`config.mk`:
```
export PLATFORM = sky130hd
export DESIGN_NAME = uart_rts_xcvr
export DESIGN_NICKNAME = d
export VERILOG_FILES = /design/src/rtl/uart_rts_xcvr.sv
export SDC_FILE = /design/constraint.sdc
export NUM_CORES = 1
export LEC_CHECK = 0
export BUFFER_PORTS_ARGS = -buffer_cell sky130_fd_sc_hd__buf_2
export CAP_MARGIN = 20
export CORE_MARGIN = 2
export CORE_UTILIZATION = 50
export CTS_CLUSTER_DIAMETER = 30
export DETAILED_ROUTE_END_ITERATION = 7
export PLACE_DENSITY = 0.69
export SLEW_MARGIN = 0
export SYNTH_ARGS = -nofsm -noshare
export SYNTH_HDL_FRONTEND = slang
export SYNTH_SLANG_ARGS = --single-unit
```
`constraint.sdc`:
```
create_clock -name clk -period 5.1 [get_ports clk]
set_input_delay 0.51 -clock clk [delete_from_list [all_inputs] [get_ports clk]]
set_output_delay 0.51 -clock clk [all_outputs]
set_load 0.02 [all_outputs]
```
`src/rtl/uart_rts_xcvr.sv`:
```
module uart_rts_xcvr #(
  parameter int DIV_W = 12,
  parameter int DEPTH = 2
) (
  input  logic             clk,
  input  logic             rst_n,
  input  logic [DIV_W-1:0] cfg_div,
  input  logic             cfg_dbl,
  input  logic [2:0]       cfg_len,
  input  logic [1:0]       cfg_par,
  input  logic             cfg_stop2,
  input  logic             tx_en,
  input  logic             rx_en,
  input  logic             wr_en,
  input  logic [8:0]       wr_data,
  output logic             dre,
  output logic             txc,
  input  logic             rd_en,
  output logic [8:0]       rd_data,
  output logic             rxc,
  output logic             fe,
  output logic             pe,
  output logic             dor,
  output logic             tx,
  input  logic             rx,
  input  logic             cts,
  output logic             rts
);
  localparam int ENTRIES = DEPTH + 1;
  localparam int PW = (ENTRIES > 1) ? $clog2(ENTRIES) : 1;
  localparam int CW = $clog2(ENTRIES + 1);

  typedef enum logic [2:0] {S_IDLE, S_START, S_DATA, S_PAR, S_STOP} st_t;

  logic [DIV_W-1:0] bcnt;
  wire tick = (bcnt >= cfg_div);
  always_ff @(posedge clk or negedge rst_n)
    if (!rst_n) bcnt <= '0;
    else        bcnt <= tick ? '0 : bcnt + 1'b1;

  wire [3:0] os_last = cfg_dbl ? 4'd7 : 4'd15;
  wire [3:0] smp_mid = cfg_dbl ? 4'd4 : 4'd8;
  wire [3:0] rts_pt  = cfg_dbl ? 4'd5 : 4'd10;
  wire [3:0] nbits   = (cfg_len > 3'd4) ? 4'd9 : {1'b0, cfg_len} + 4'd5;

  // receiver
  logic       rx_m, rx_s, rpar, rperr;
  st_t        rst_q;
  logic [3:0] ros, rbit;
  logic [1:0] vcnt;
  logic [8:0] rsh;
  logic [10:0] mem [ENTRIES];
  logic [PW-1:0] wp, rp;
  logic [CW-1:0] cnt;

  wire maj      = (vcnt + {1'b0, rx_s}) >= 2'd2;
  wire vote_pt  = tick && rst_q != S_IDLE && ros == smp_mid + 4'd1;
  wire push     = rx_en && vote_pt && rst_q == S_STOP;
  wire stop_end = tick && rst_q == S_STOP && ros == rts_pt;
  wire full     = cnt == CW'(ENTRIES);
  wire do_push  = push && !full;
  wire pop      = rd_en && cnt != '0;
  wire [CW-1:0] cnt_nxt = cnt + CW'(do_push) - CW'(pop);
  wire [8:0] rword = rsh >> (4'd9 - nbits);

  always_ff @(posedge clk or negedge rst_n) begin
    if (!rst_n) begin
      rx_m <= 1'b1; rx_s <= 1'b1; rst_q <= S_IDLE; ros <= '0; rbit <= '0;
      vcnt <= '0; rsh <= '0; rpar <= 1'b0; rperr <= 1'b0;
    end else begin
      rx_m <= rx;
      rx_s <= rx_m;
      if (!rx_en) rst_q <= S_IDLE;
      else if (tick) begin
        if (rst_q == S_IDLE) begin
          if (!rx_s) begin
            rst_q <= S_START; ros <= 4'd1; vcnt <= '0;
            rsh <= '0; rpar <= 1'b0; rperr <= 1'b0;
          end
        end else begin
          if (ros == smp_mid - 4'd1 || ros == smp_mid) vcnt <= vcnt + {1'b0, rx_s};
          if (ros == smp_mid + 4'd1)
            case (rst_q)
              S_START: if (maj) rst_q <= S_IDLE;
              S_DATA:  begin rsh <= {maj, rsh[8:1]}; rpar <= rpar ^ maj; end
              S_PAR:   rperr <= maj ^ rpar ^ cfg_par[0];
              default: ;
            endcase
          if (stop_end) rst_q <= S_IDLE;
          else if (ros == os_last) begin
            ros <= '0; vcnt <= '0;
            case (rst_q)
              S_START: begin rst_q <= S_DATA; rbit <= '0; end
              S_DATA:  if (rbit == nbits - 4'd1) rst_q <= cfg_par[1] ? S_PAR : S_STOP;
                       else rbit <= rbit + 4'd1;
              S_PAR:   rst_q <= S_STOP;
              default: ;
            endcase
          end else ros <= ros + 4'd1;
        end
      end
    end
  end

  always_ff @(posedge clk)
    if (do_push) mem[wp] <= {rperr, !maj, rword};

  always_ff @(posedge clk or negedge rst_n) begin
    if (!rst_n) begin
      wp <= '0; rp <= '0; cnt <= '0; rts <= 1'b0; dor <= 1'b0;
    end else if (!rx_en) begin
      wp <= '0; rp <= '0; cnt <= '0; rts <= 1'b0; dor <= 1'b0;
    end else begin
      if (do_push) wp <= (wp == PW'(ENTRIES - 1)) ? '0 : wp + 1'b1;
      if (pop)     rp <= (rp == PW'(ENTRIES - 1)) ? '0 : rp + 1'b1;
      cnt <= cnt_nxt;
      if (push && full) dor <= 1'b1;
      else if (pop)     dor <= 1'b0;
      if (stop_end && cnt_nxt >= CW'(DEPTH)) rts <= 1'b1;
      else if (cnt_nxt < CW'(DEPTH))         rts <= 1'b0;
    end
  end

  wire [10:0] head = mem[rp];
  assign rxc     = cnt != '0;
  assign rd_data = rxc ? head[8:0] : 9'd0;
  assign fe      = rxc & head[9];
  assign pe      = rxc & head[10];

  // transmitter
  st_t        tst;
  logic [3:0] tos, tbit;
  logic [8:0] tsh, thr;
  logic       tpar;

  assign tx = (tst == S_START) ? 1'b0 :
              (tst == S_DATA)  ? tsh[0] :
              (tst == S_PAR)   ? (tpar ^ cfg_par[0]) : 1'b1;

  always_ff @(posedge clk or negedge rst_n) begin
    if (!rst_n) begin
      tst <= S_IDLE; tos <= '0; tbit <= '0; tsh <= '0; tpar <= 1'b0;
      thr <= '0; dre <= 1'b1; txc <= 1'b0;
    end else begin
      if (tick) begin
        if (tst == S_IDLE) begin
          if (!dre && cts && tx_en) begin
            tst <= S_START; tos <= '0; tsh <= thr; tpar <= 1'b0; dre <= 1'b1;
          end
        end else if (tos == os_last) begin
          tos <= '0;
          case (tst)
            S_START: begin tst <= S_DATA; tbit <= '0; end
            S_DATA: begin
              tsh <= tsh >> 1;
              tpar <= tpar ^ tsh[0];
              if (tbit == nbits - 4'd1) begin
                tst <= cfg_par[1] ? S_PAR : S_STOP; tbit <= '0;
              end else tbit <= tbit + 4'd1;
            end
            S_PAR: begin tst <= S_STOP; tbit <= '0; end
            default:
              if (tbit == {3'd0, cfg_stop2}) begin tst <= S_IDLE; txc <= dre; end
              else tbit <= tbit + 4'd1;
          endcase
        end else tos <= tos + 4'd1;
      end
      if (wr_en) begin thr <= wr_data; dre <= 1'b0; txc <= 1'b0; end
    end
  end
endmodule

```
Yosys cells after proc, flatten, opt, wreduce, memory -nomap -nowiden
Memories as Yosys holds them, arrays and structs flattened.
Index checks and enable logic that the tools add are counted.
- bits in registers: 78
- bits in latches: 0
- memory bits (writable): 33
- bits in read-only memories: 0
- memories kept: 1
- memory list (name ; words ; width ; rd ports ; clocked after Yosys merged registers in ; write ports ; line ; text):
    mem ; 3 ; 11 ; 1 ; 0 ; 1 ; 52 ; logic [10:0] mem [ENTRIES];
- $add $sub $neg: 15
- multiply operators: 0
- div/mod/pow operators: 0
- magnitude comparators: 5
- eq/ne operators: 33
- shifts and indexed selects: 1
- mux-type cells: 88
- bitwise gates (word level): 9
- reductions and logical operators: 46
- operator list (operator ; count):
    $mux W9 ; 9
    $mux W4 ; 14
    $mux W3 ; 16
    $eq A4 B4 Y1 ; 8
    $mux W1 ; 32
    $mux W2 ; 12
    $reduce_bool A2 Y1 ; 12
    $add A4 B1 Y4 const B ; 5
    $reduce_and A5 Y1 ; 4
    $pmux W3 S3 ; 2
    $pmux W4 S2 ; 2
    $add A12 B1 Y12 const B ; 1
    $eq A3 B2 Y1 const B ; 4
    $ge A12 B12 Y1 ; 1
    $logic_and A1 B1 Y1 ; 12
    $mux W12 ; 1
    $ne A2 B1 Y1 const B ; 6
    $reduce_and A4 Y1 ; 3
    $ne A3 B1 Y1 const B ; 3
    $shr A9 B4 Y9 ; 1
    $sub A4 B1 Y4 const B ; 2
    $reduce_and A7 Y1 ; 1
    $eq A2 B2 Y1 const B ; 3
    $eq A3 B1 Y1 const B ; 2
    other kinds (24) ; 41

Depth between registers and ports, before layout
Gate-level depths: netlist of run 1.
- word-level depth: 13
- depth in mapped cells: 15
- mapped depth without buffers: 14

Worst setup path after synthesis of run 1
No wires, ideal clock.
- kind: input to register
- start: input port cfg_div[11]
- end: memory mem[1][0] (enable)
- setup time: 0.396 ns
- data arrival time: 2.640 ns
- required time: 4.704 ns
- setup slack: 2.065 ns
- stages: 8
- buffers on the path: 0
- path through: inv_1 ha_1 and4_4 o211ai_4 o21ai_4 o211a_1 nand2_1 nor3b_1
- longest elaborated chain between the ends: 8
- RTL lines (item ; line ; text):
    start: declaration ; 7 ; input logic [DIV_W-1:0] cfg_div,
    $ge A12 B12 Y1 ; 36 ; wire tick = (bcnt >= cfg_div);
    $logic_and A1 B1 Y1 (2 in a row) ; 57 ; wire vote_pt = tick && rst_q != S_IDLE && ros == smp_mid + 4'd1;
    $logic_and A1 B1 Y1 (2 in a row) ; 58 ; wire push = rx_en && vote_pt && rst_q == S_STOP;
    $logic_and A1 B1 Y1 ; 61 ; wire do_push = push && !full;
    $mux W1 ; 106 ; if (do_push) mem[wp] <= {rperr, !maj, rword};
    $mux W1 (implied by the code) ; 106 ;
    end: declaration ; 52 ;
Every way passes these cells.

Worst setup path after layout of run 1
- start: register bcnt[0]
- end: register rts
- longest elaborated chain between the ends: 12
- elaborated cells on any way between the ends: 16
- RTL lines (item ; line ; text):
    start: declaration ; 35 ; logic [DIV_W-1:0] bcnt;
    start signal: assignment ; 39 ; else bcnt <= tick ? '0 : bcnt + 1'b1;
    $ge A12 B12 Y1 * ; 36 ;
    $logic_and A1 B1 Y1 (2 in a row) ; 57 ;
    $logic_and A1 B1 Y1 (2 in a row) ; 58 ;
    $logic_and A1 B1 Y1 ; 61 ;
    $add A2 B1 Y2 ; 63 ; wire [CW-1:0] cnt_nxt = cnt + CW'(do_push) - CW'(pop);
    $sub A2 B1 Y2 ; 63 ;
    $ge A2 B2 Y1 ; 119 ; if (stop_end && cnt_nxt >= CW'(DEPTH)) rts <= 1'b1;
    $logic_and A1 B1 Y1 ; 119 ;
    $mux W1 ; 119 ;
    $mux W1 ; 111 ; end else if (!rx_en) begin
    end signal: assignment ; 112 ; wp <= '0; rp <= '0; cnt <= '0; rts <= 1'b0; dor <= 1'b0;
    end signal: assignment ; 119 ;
    end signal: assignment ; 120 ; else if (cnt_nxt < CW'(DEPTH)) rts <= 1'b0;
    end: declaration ; 27 ; output logic rts
Mark *: on every way between the ends. The rest lies on a longest branch, timed or not.
A chain may end at the register's enable or synchronous reset.

==> flow_metrics.tcl, run 1 <==
set metrics [dict create \
    outcome "complete, no violations" \
    top_level_ports 53 \
    worst_skew_pair.late_latency_ns 0.36 \
    max_slew.worst_pin.slew_ns 0.8726 \
    synth.yosys.seq_area_share_pct 48.33 \
    critPathKind "reg -> reg" \
    worst_slew_margin_rel_pct 41.61 \
    post_cts_hold_buffer_count 0 \
    gr-usage-all-layers_pct 20.15 \
    dr_total_vias 4516 \
    row_count 40 \
    ctsHtreeMaxLevel 3 \
    detail_route.wirelength_mm 12.15 \
    cp.required_ns 5.35 \
    floorplan.die_area_sq_mm 0.01309 \
    tritoncts "yes" \
    power_density_mw_per_mm2 316.7 \
    drv_slew 0 \
    preCtsSetupSlack_ns 1.812 \
    cts.repair.resized 0 \
    gpl.final_weighted_congestion 0.8495 \
    post_synth_mux_area_share_pct 8.496 \
    holdWs_ns 0.05234 \
    drt-pass1-iter-count 4 \
    filler_cell_count 1023 \
    peakVddDrop_uv 171.9 \
    post_synthesis_share_of_cell_area_spent_on_full_adders_half_adders_and_majority_gates_pct 5.130 \
    synth_unique_cells 72 \
    drive_above_1_share_pct 16.38 \
    clockBufferDepth 2 \
    maximum_clock_frequency_ghz 0.3143 \
    clkTransAtPathRegs_ns 0.08 \
    coreArea_sq_mm 0.01196 \
    xor_xnor_portion_of_the_synthesized_cell_area_pct 3.160 \
    cts_made_buffers 9 \
    grt_max_degree 79 \
    design_area_sq_mm 0.006773 \
    clock_sinks 111 \
    cp_data_arrival_time_ns 3.43 \
    via_count_of_the_first_global_routing_pass 4400 \
    clk_root_buffer_cell "clkbuf_16" \
    synth_top_flop_cell "dfrtp_1" \
    timing.final.hold_violations 0 \
    synth_compound_gate_area_share_pct 14.04 \
    final_cell_count_no_fill 794 \
    setup_viol 0 \
    placement.io_buffers 52 \
    post_synth_instance_area_sq_mm 0.006097 \
    grt_overflow_total 0 \
    dieHeight_microns 114.4 \
    synthSimpleGateAreaFrac_pct 16.54 \
    worst_hold_path_type "in -> async" \
    fin_skew_ns 0.009608 \
    finalCriticalPeriod_ns 3.182 \
    cp-start-kind "flop" \
    synth_enable_flop_cells 33 \
    layout_setup_ws_ns 1.918 \
    avgRoutedWirePerCell_microns 15.30 \
    insertedDiodeCount 0 \
    placement.cell_area_sq_mm 0.006451 \
    synthesis.nets 663 \
    layout-area-overhead-vs-synth_pct 11.08 \
    post_drt_via_cell_ratio 5.688 \
    post_cts.repair.setup_buffers 0 \
    yosys_warnings 0 \
    drv_cap 0 \
    ys_ff_latch 111 \
    cell_count_after_placement 776 \
    antenna_found_initial 0 \
    synthesis.instances 602 \
    async_reset_ff_share_pct 70.27 \
    totalNegativeSetupSlack_ns 0 \
    hpwl_mm 8.467 \
    power.leakage_nw 2.920 \
    chipWidth_microns 114.4 \
    nets 703 \
    combinational_family_with_the_most_area_after_synthesis "simple AND/OR/NAND/NOR gates" \
    drc 0 \
    drt_iter0_markers 196 \
    initial_core_util_pct 50.97 \
    critical_path.endpoint_type "flop" \
    share_of_the_clock_period_used_by_the_worst_path_after_layout_pct 62.39 \
    antenna_violating_nets_post_route 0 \
    postSynthAreaPerCell_sq_um 10.13 \
    rsz0062_at_grt "no" \
    grt_first_pass_wirelength_mm 20.84 \
    critical_path.max_fanout 10 \
]
[final cells by class]
class / count / area (sq um) / area share, %
Tap cell: 147 / 183.9 / 2.716
Inverter: 32 / 120.1 / 1.774
Multi-Input combinational cell: 428 / 2893 / 42.71
Clock inverter: 6 / 53.80 / 0.7944
Timing Repair Buffer: 60 / 346.6 / 5.117
Clock buffer: 10 / 229.0 / 3.381
Sequential cell: 111 / 2947 / 43.51
[final timing paths]
kind | cells after the start | slack [ns] | start | endpoint
max | 14 | 1.92 | bcnt[0] | rts
min | 1 | 0.05 | rst_n | rperr
max reg2reg | 14 | 1.92 | bcnt[0] | rts
min reg2reg | 0 | 0.36 | rx_m | rx_s
max in group asynchronous | 2 | 4.42 | rst_n | dre
min in group clk | 1 | 0.26 | rx | rx_m
[stage by stage]
| stage | total power [mW] | util, % |
|---|---|---|
| after floorplan | 1.364 | - |
| after global placement | 1.453 | 53.93 |
| after detailed placement | 1.478 | 53.93 |
| after CTS | 2.162 | 56.30 |
| after global routing | 2.276 | 56.62 |
| final | 2.145 | 56.62 |
[kinds of logic after synthesis]
kind of cell / after synthesis
flip-flops: 111
adder cells (fa/ha/maj): 25
AO/OA/AOI/OAI: 130
AND/OR/NAND/NOR: 204
XOR/XNOR: 22
buffers and inverters: 63
multiplexers: 47
[cells in the mapped netlist (3+ instances only)]
| library cell | n | area share (%) |
|---|---|---|
| or3_1 | 4 | 0.41 |
| nand2b_1 | 6 | 0.62 |
| a31oi_1 | 3 | 0.31 |
| nor3b_1 | 8 | 0.99 |
| a21oi_1 | 37 | 3.0 |
| o21ai_0 | 35 | 2.9 |
| or2_2 | 3 | 0.31 |
| o31ai_1 | 5 | 0.62 |
| xor2_1 | 10 | 1.4 |
| buf_2 | 12 | 0.99 |
| o22ai_1 | 7 | 0.72 |
| nor4bb_1 | 3 | 0.49 |
| dfrtp_1 | 75 | 31 |
| ha_1 | 25 | 5.1 |
| inv_1 | 31 | 1.9 |
| o21a_1 | 4 | 0.49 |
| and3_1 | 9 | 0.92 |
| nand4_1 | 5 | 0.51 |
| mux2_2 | 10 | 1.8 |
| clkbuf_1 | 15 | 0.92 |
| nand2_1 | 59 | 3.6 |
| nor3_1 | 6 | 0.49 |
| nor2_1 | 59 | 3.6 |
| and2_1 | 9 | 0.92 |
| nor2b_1 | 5 | 0.51 |
| a32o_1 | 3 | 0.49 |
| nand3_1 | 15 | 1.2 |
| edfxtp_1 | 33 | 16 |
| dfstp_2 | 3 | 1.3 |
| o211ai_1 | 5 | 0.62 |
| xnor2_1 | 12 | 1.7 |
| mux2i_1 | 33 | 5.4 |
[layer usage]
layer  vias to the layer above  GRT usage (%)  share of wire [%]
met2                       112          33.89                 48
li1                       2227              -                  -
met3                        20          3.229                4.1
met4                         0          9.512                2.4
met1                      2157          25.48                 46
met5                         -              0                  0
[report_power, final]
part / total, mW / switching [mW] / internal [mW]
combinational: 0.390 / 0.223 / 0.167
clock: 0.680 / 0.340 / 0.340
sequential: 1.07 / 0.0801 / 0.994
total: 2.14 / 0.644 / 1.50
[layout by cell type (no fill, tap or decap), drive strengths merged, types with 4 or more instances in the layout]
cell	count
nand2b	6
o31ai	5
nor3b	8
edfxtp	33
and2	9
nor2b	5
nor2	60
dfrtp	75
xnor2	12
clkbuf	10
mux2i	33
o21a	4
nor3	6
inv	34
or3	4
nand3	15
mux2	12
o211ai	6
and3	9
o21ai	38
ha	25
o22ai	8
nand2	60
xor2	10
nand4	5
a21oi	37
buf	60
[flip-flops by register name, summed over array words and instances (netlist names), 2 cells and up]
signal / cells
tbit: 4
rst_q: 3
bcnt: 12
rp: 2
ros: 4
vcnt: 2
tos: 4
mem: 33
wp: 2
tsh: 9
rbit: 4
tst: 3
rsh: 9
thr: 9
cnt: 2
[worst max-delay path, stage by stage (launching register included)]
cell       delay (ns)
dfrtp_1          0.44
inv_1            0.07
ha_1             0.26
nand2b_1         0.15
a2111oi_2        0.54
o21ai_4          0.20
o211a_1          0.29
nand2_1          0.16
ha_1             0.25
inv_1            0.06
ha_1             0.15
xnor2_1          0.14
xnor2_1          0.08
and2_1           0.16
nor2b_1          0.12
Note: power is estimated with default switching activity, not from simulation.
==> run 2, diff against run 1 <==
Clock period 5.1 ns to 3.25 ns, I/O delays scaled along.
==> run 2 against run 1 <==
Final cell count is 0.88% higher. Via count is 0.47% higher. Register-to-register slack worse by 1.7 ns. Sequential cell count stayed put. Global-route usage is 0.29 points lower. Combinational power is 59% higher. Clock skew is 0.0035 ns lower. Die area stayed put. Largest cell class unchanged. Highest routed layer unchanged.
==> flow_metrics.tcl, run 2 (synthesis gave the netlist of run 1 again) <==
set metrics [dict create \
    cp-start-kind "flop" \
    dieHeight_microns 114.4 \
    end_of_the_worst_register_to_register_path "rts" \
    top_level_ports 53 \
    gpl.final_weighted_congestion 0.8436 \
    coreArea_sq_mm 0.01196 \
    power.leakage_nw 2.983 \
    timing.rr.start "bcnt[0]" \
    drv_slew 0 \
    grt_max_degree 79 \
    worst_skew_pair.late_latency_ns 0.36 \
    peakVddDrop_uv 426.3 \
    share_of_the_clock_period_used_by_the_worst_path_after_layout_pct 92.49 \
    post_cts.repair.setup_buffers 0 \
    tritoncts "yes" \
    hold_path_startpoint "rx" \
    drt_iter0_markers 260 \
    holdWs_ns 0.06359 \
    layout_common_cells "dfrtp_1, nor2_1, nand2_1" \
    chipWidth_microns 114.4 \
    clockBufferDepth 2 \
    cell_count_after_placement 783 \
    critical_path.max_fanout 5 \
    groute.layer.met1.usage_pct 23.94 \
    clock_sinks 111 \
    layout_setup_ws_ns 0.2441 \
    totalNegativeSetupSlack_ns 0 \
    final_cell_count_no_fill 801 \
    top_register "mem" \
    row_count 40 \
    antenna_found_initial 0 \
    grt_overflow_total 0 \
    dr_total_vias 4537 \
    grt-busiest-layer "met2" \
    maximum_clock_frequency_ghz 0.3327 \
    layout-area-overhead-vs-synth_pct 12.93 \
    drc 0 \
    global_route.usage.met3_pct 3.441 \
    drv_cap 0 \
    critical_path.endpoint_type "flop" \
    worst_r2r_path_depth 14 \
    clkTransAtPathRegs_ns 0.07 \
    utilization_pct 57.56 \
    placement.io_buffers 52 \
    worst_hold_path_type "in -> reg" \
    outcome "complete, no violations" \
    r2r_slack_ns 0.24 \
    avgRoutedWirePerCell_microns 15.46 \
    insertedDiodeCount 0 \
    hold_end "rx_m" \
    antenna_violating_nets_post_route 0 \
    preCtsSetupSlack_ns 0.2542 \
    gr-usage-all-layers_pct 19.86 \
    timing.final.hold_violations 0 \
    largest_reg_flops 33 \
    met2_usage_pct 35.11 \
    finalCriticalPeriod_ns 3.006 \
    top_regs "mem (33), bcnt (12)" \
    power_density_mw_per_mm2 520.8 \
    initial_core_util_pct 50.97 \
    filler_cell_count 1036 \
    critPathKind "reg -> reg" \
    timing.critical_path.from "bcnt[0]" \
    setup_viol 0 \
    nets 710 \
    ctsHtreeMaxLevel 3 \
    floorplan.die_area_sq_mm 0.01309 \
    drive_above_1_share_pct 17.28 \
    most_frequent_standard_cell_in_the_layout_excluding_fill_and_tap_cells "dfrtp_1" \
    max_slew.worst_pin.slew_ns 0.7684 \
    rsz0062_at_grt "no" \
    cp.required_ns 3.49 \
    cp_data_arrival_time_ns 3.25 \
    fin_skew_ns 0.006097 \
    worst_slew_margin_rel_pct 48.77 \
    drt-pass1-iter-count 5 \
    clk_root_buffer_cell "clkbuf_16" \
    detail_route.wirelength_mm 12.38 \
    grt_first_pass_wirelength_mm 20.80 \
    post_drt_via_cell_ratio 5.664 \
    hpwl_mm 8.670 \
    hold_depth 1 \
    cts_made_buffers 9 \
    via_count_of_the_first_global_routing_pass 4529 \
]
run 2: cell types whose count changed in the layout (fill, tap and decap cells not counted), sizes merged:
| cell | change |
|---|---|
| buf | +6 |
| bufinv | +3 |
| clkinv | -2 |
| dlygate4sd3 | +1 |
| inv | -1 |
run 2: layout make-up:
cell class / instances / area, sq um / area share (%)
well taps: 147 / 183.9 / 2.671
multi-input cells: 428 / 2893 / 42.01
clock buffers: 10 / 229.0 / 3.325
inverters: 32 / 120.1 / 1.745
clock inverters: 6 / 115.1 / 1.672
repair buffers: 67 / 397.9 / 5.779
flip-flops and latches: 111 / 2947 / 42.79
run 2: how the worst max path moves through the flow:
stage                 to  cells after the start  slack, ns
6_report             rts                     14       0.24
2_1_floorplan  mem[1][0]                      7       0.33
4_1_cts              rts                     14       0.23
3_3_place_gp         rts                     14       0.35
5_1_grt              rts                     14       0.04
3_5_place_dp         rts                     14       0.25
run 2: layer usage:
layer	vias up	wire length [microns]
met3	14	502
met4	0	217
met5	-	0
li1	2236	-
met1	2180	5491
met2	107	6172
run 2: repair_timing:
action | CTS | global route
resized for setup | 0 | 0
hold buffers | 0 | 1
endpoints found under the hold margin | 0 | 5
run 2: report_power, final:
part / switching [mW] / internal (mW) / total, mW
clock: 0.519 / 0.760 / 1.28
combinational: 0.351 / 0.271 / 0.622
sequential: 0.125 / 1.56 / 1.69
run 2: stage by stage:
step | cell area [sq um] | power, mW
6_report | 6885 | 3.586
5_1_grt | 6885 | 3.758
4_1_cts | 6848 | 3.606
3_5_place_dp | 6504 | 2.331
3_3_place_gp | 6504 | 2.288
2_1_floorplan | 6097 | 2.141
run 2: worst max-delay path, stage by stage (launching register included):
cell	delay, ns
dfrtp_1	0.41
inv_1	0.06
ha_1	0.26
nand2b_1	0.16
a2111oi_2	0.49
o21ai_4	0.12
o211a_1	0.27
nand2_1	0.17
ha_1	0.25
inv_1	0.07
ha_1	0.15
xnor2_1	0.13
xnor2_1	0.07
and2_1	0.15
nor2b_1	0.12
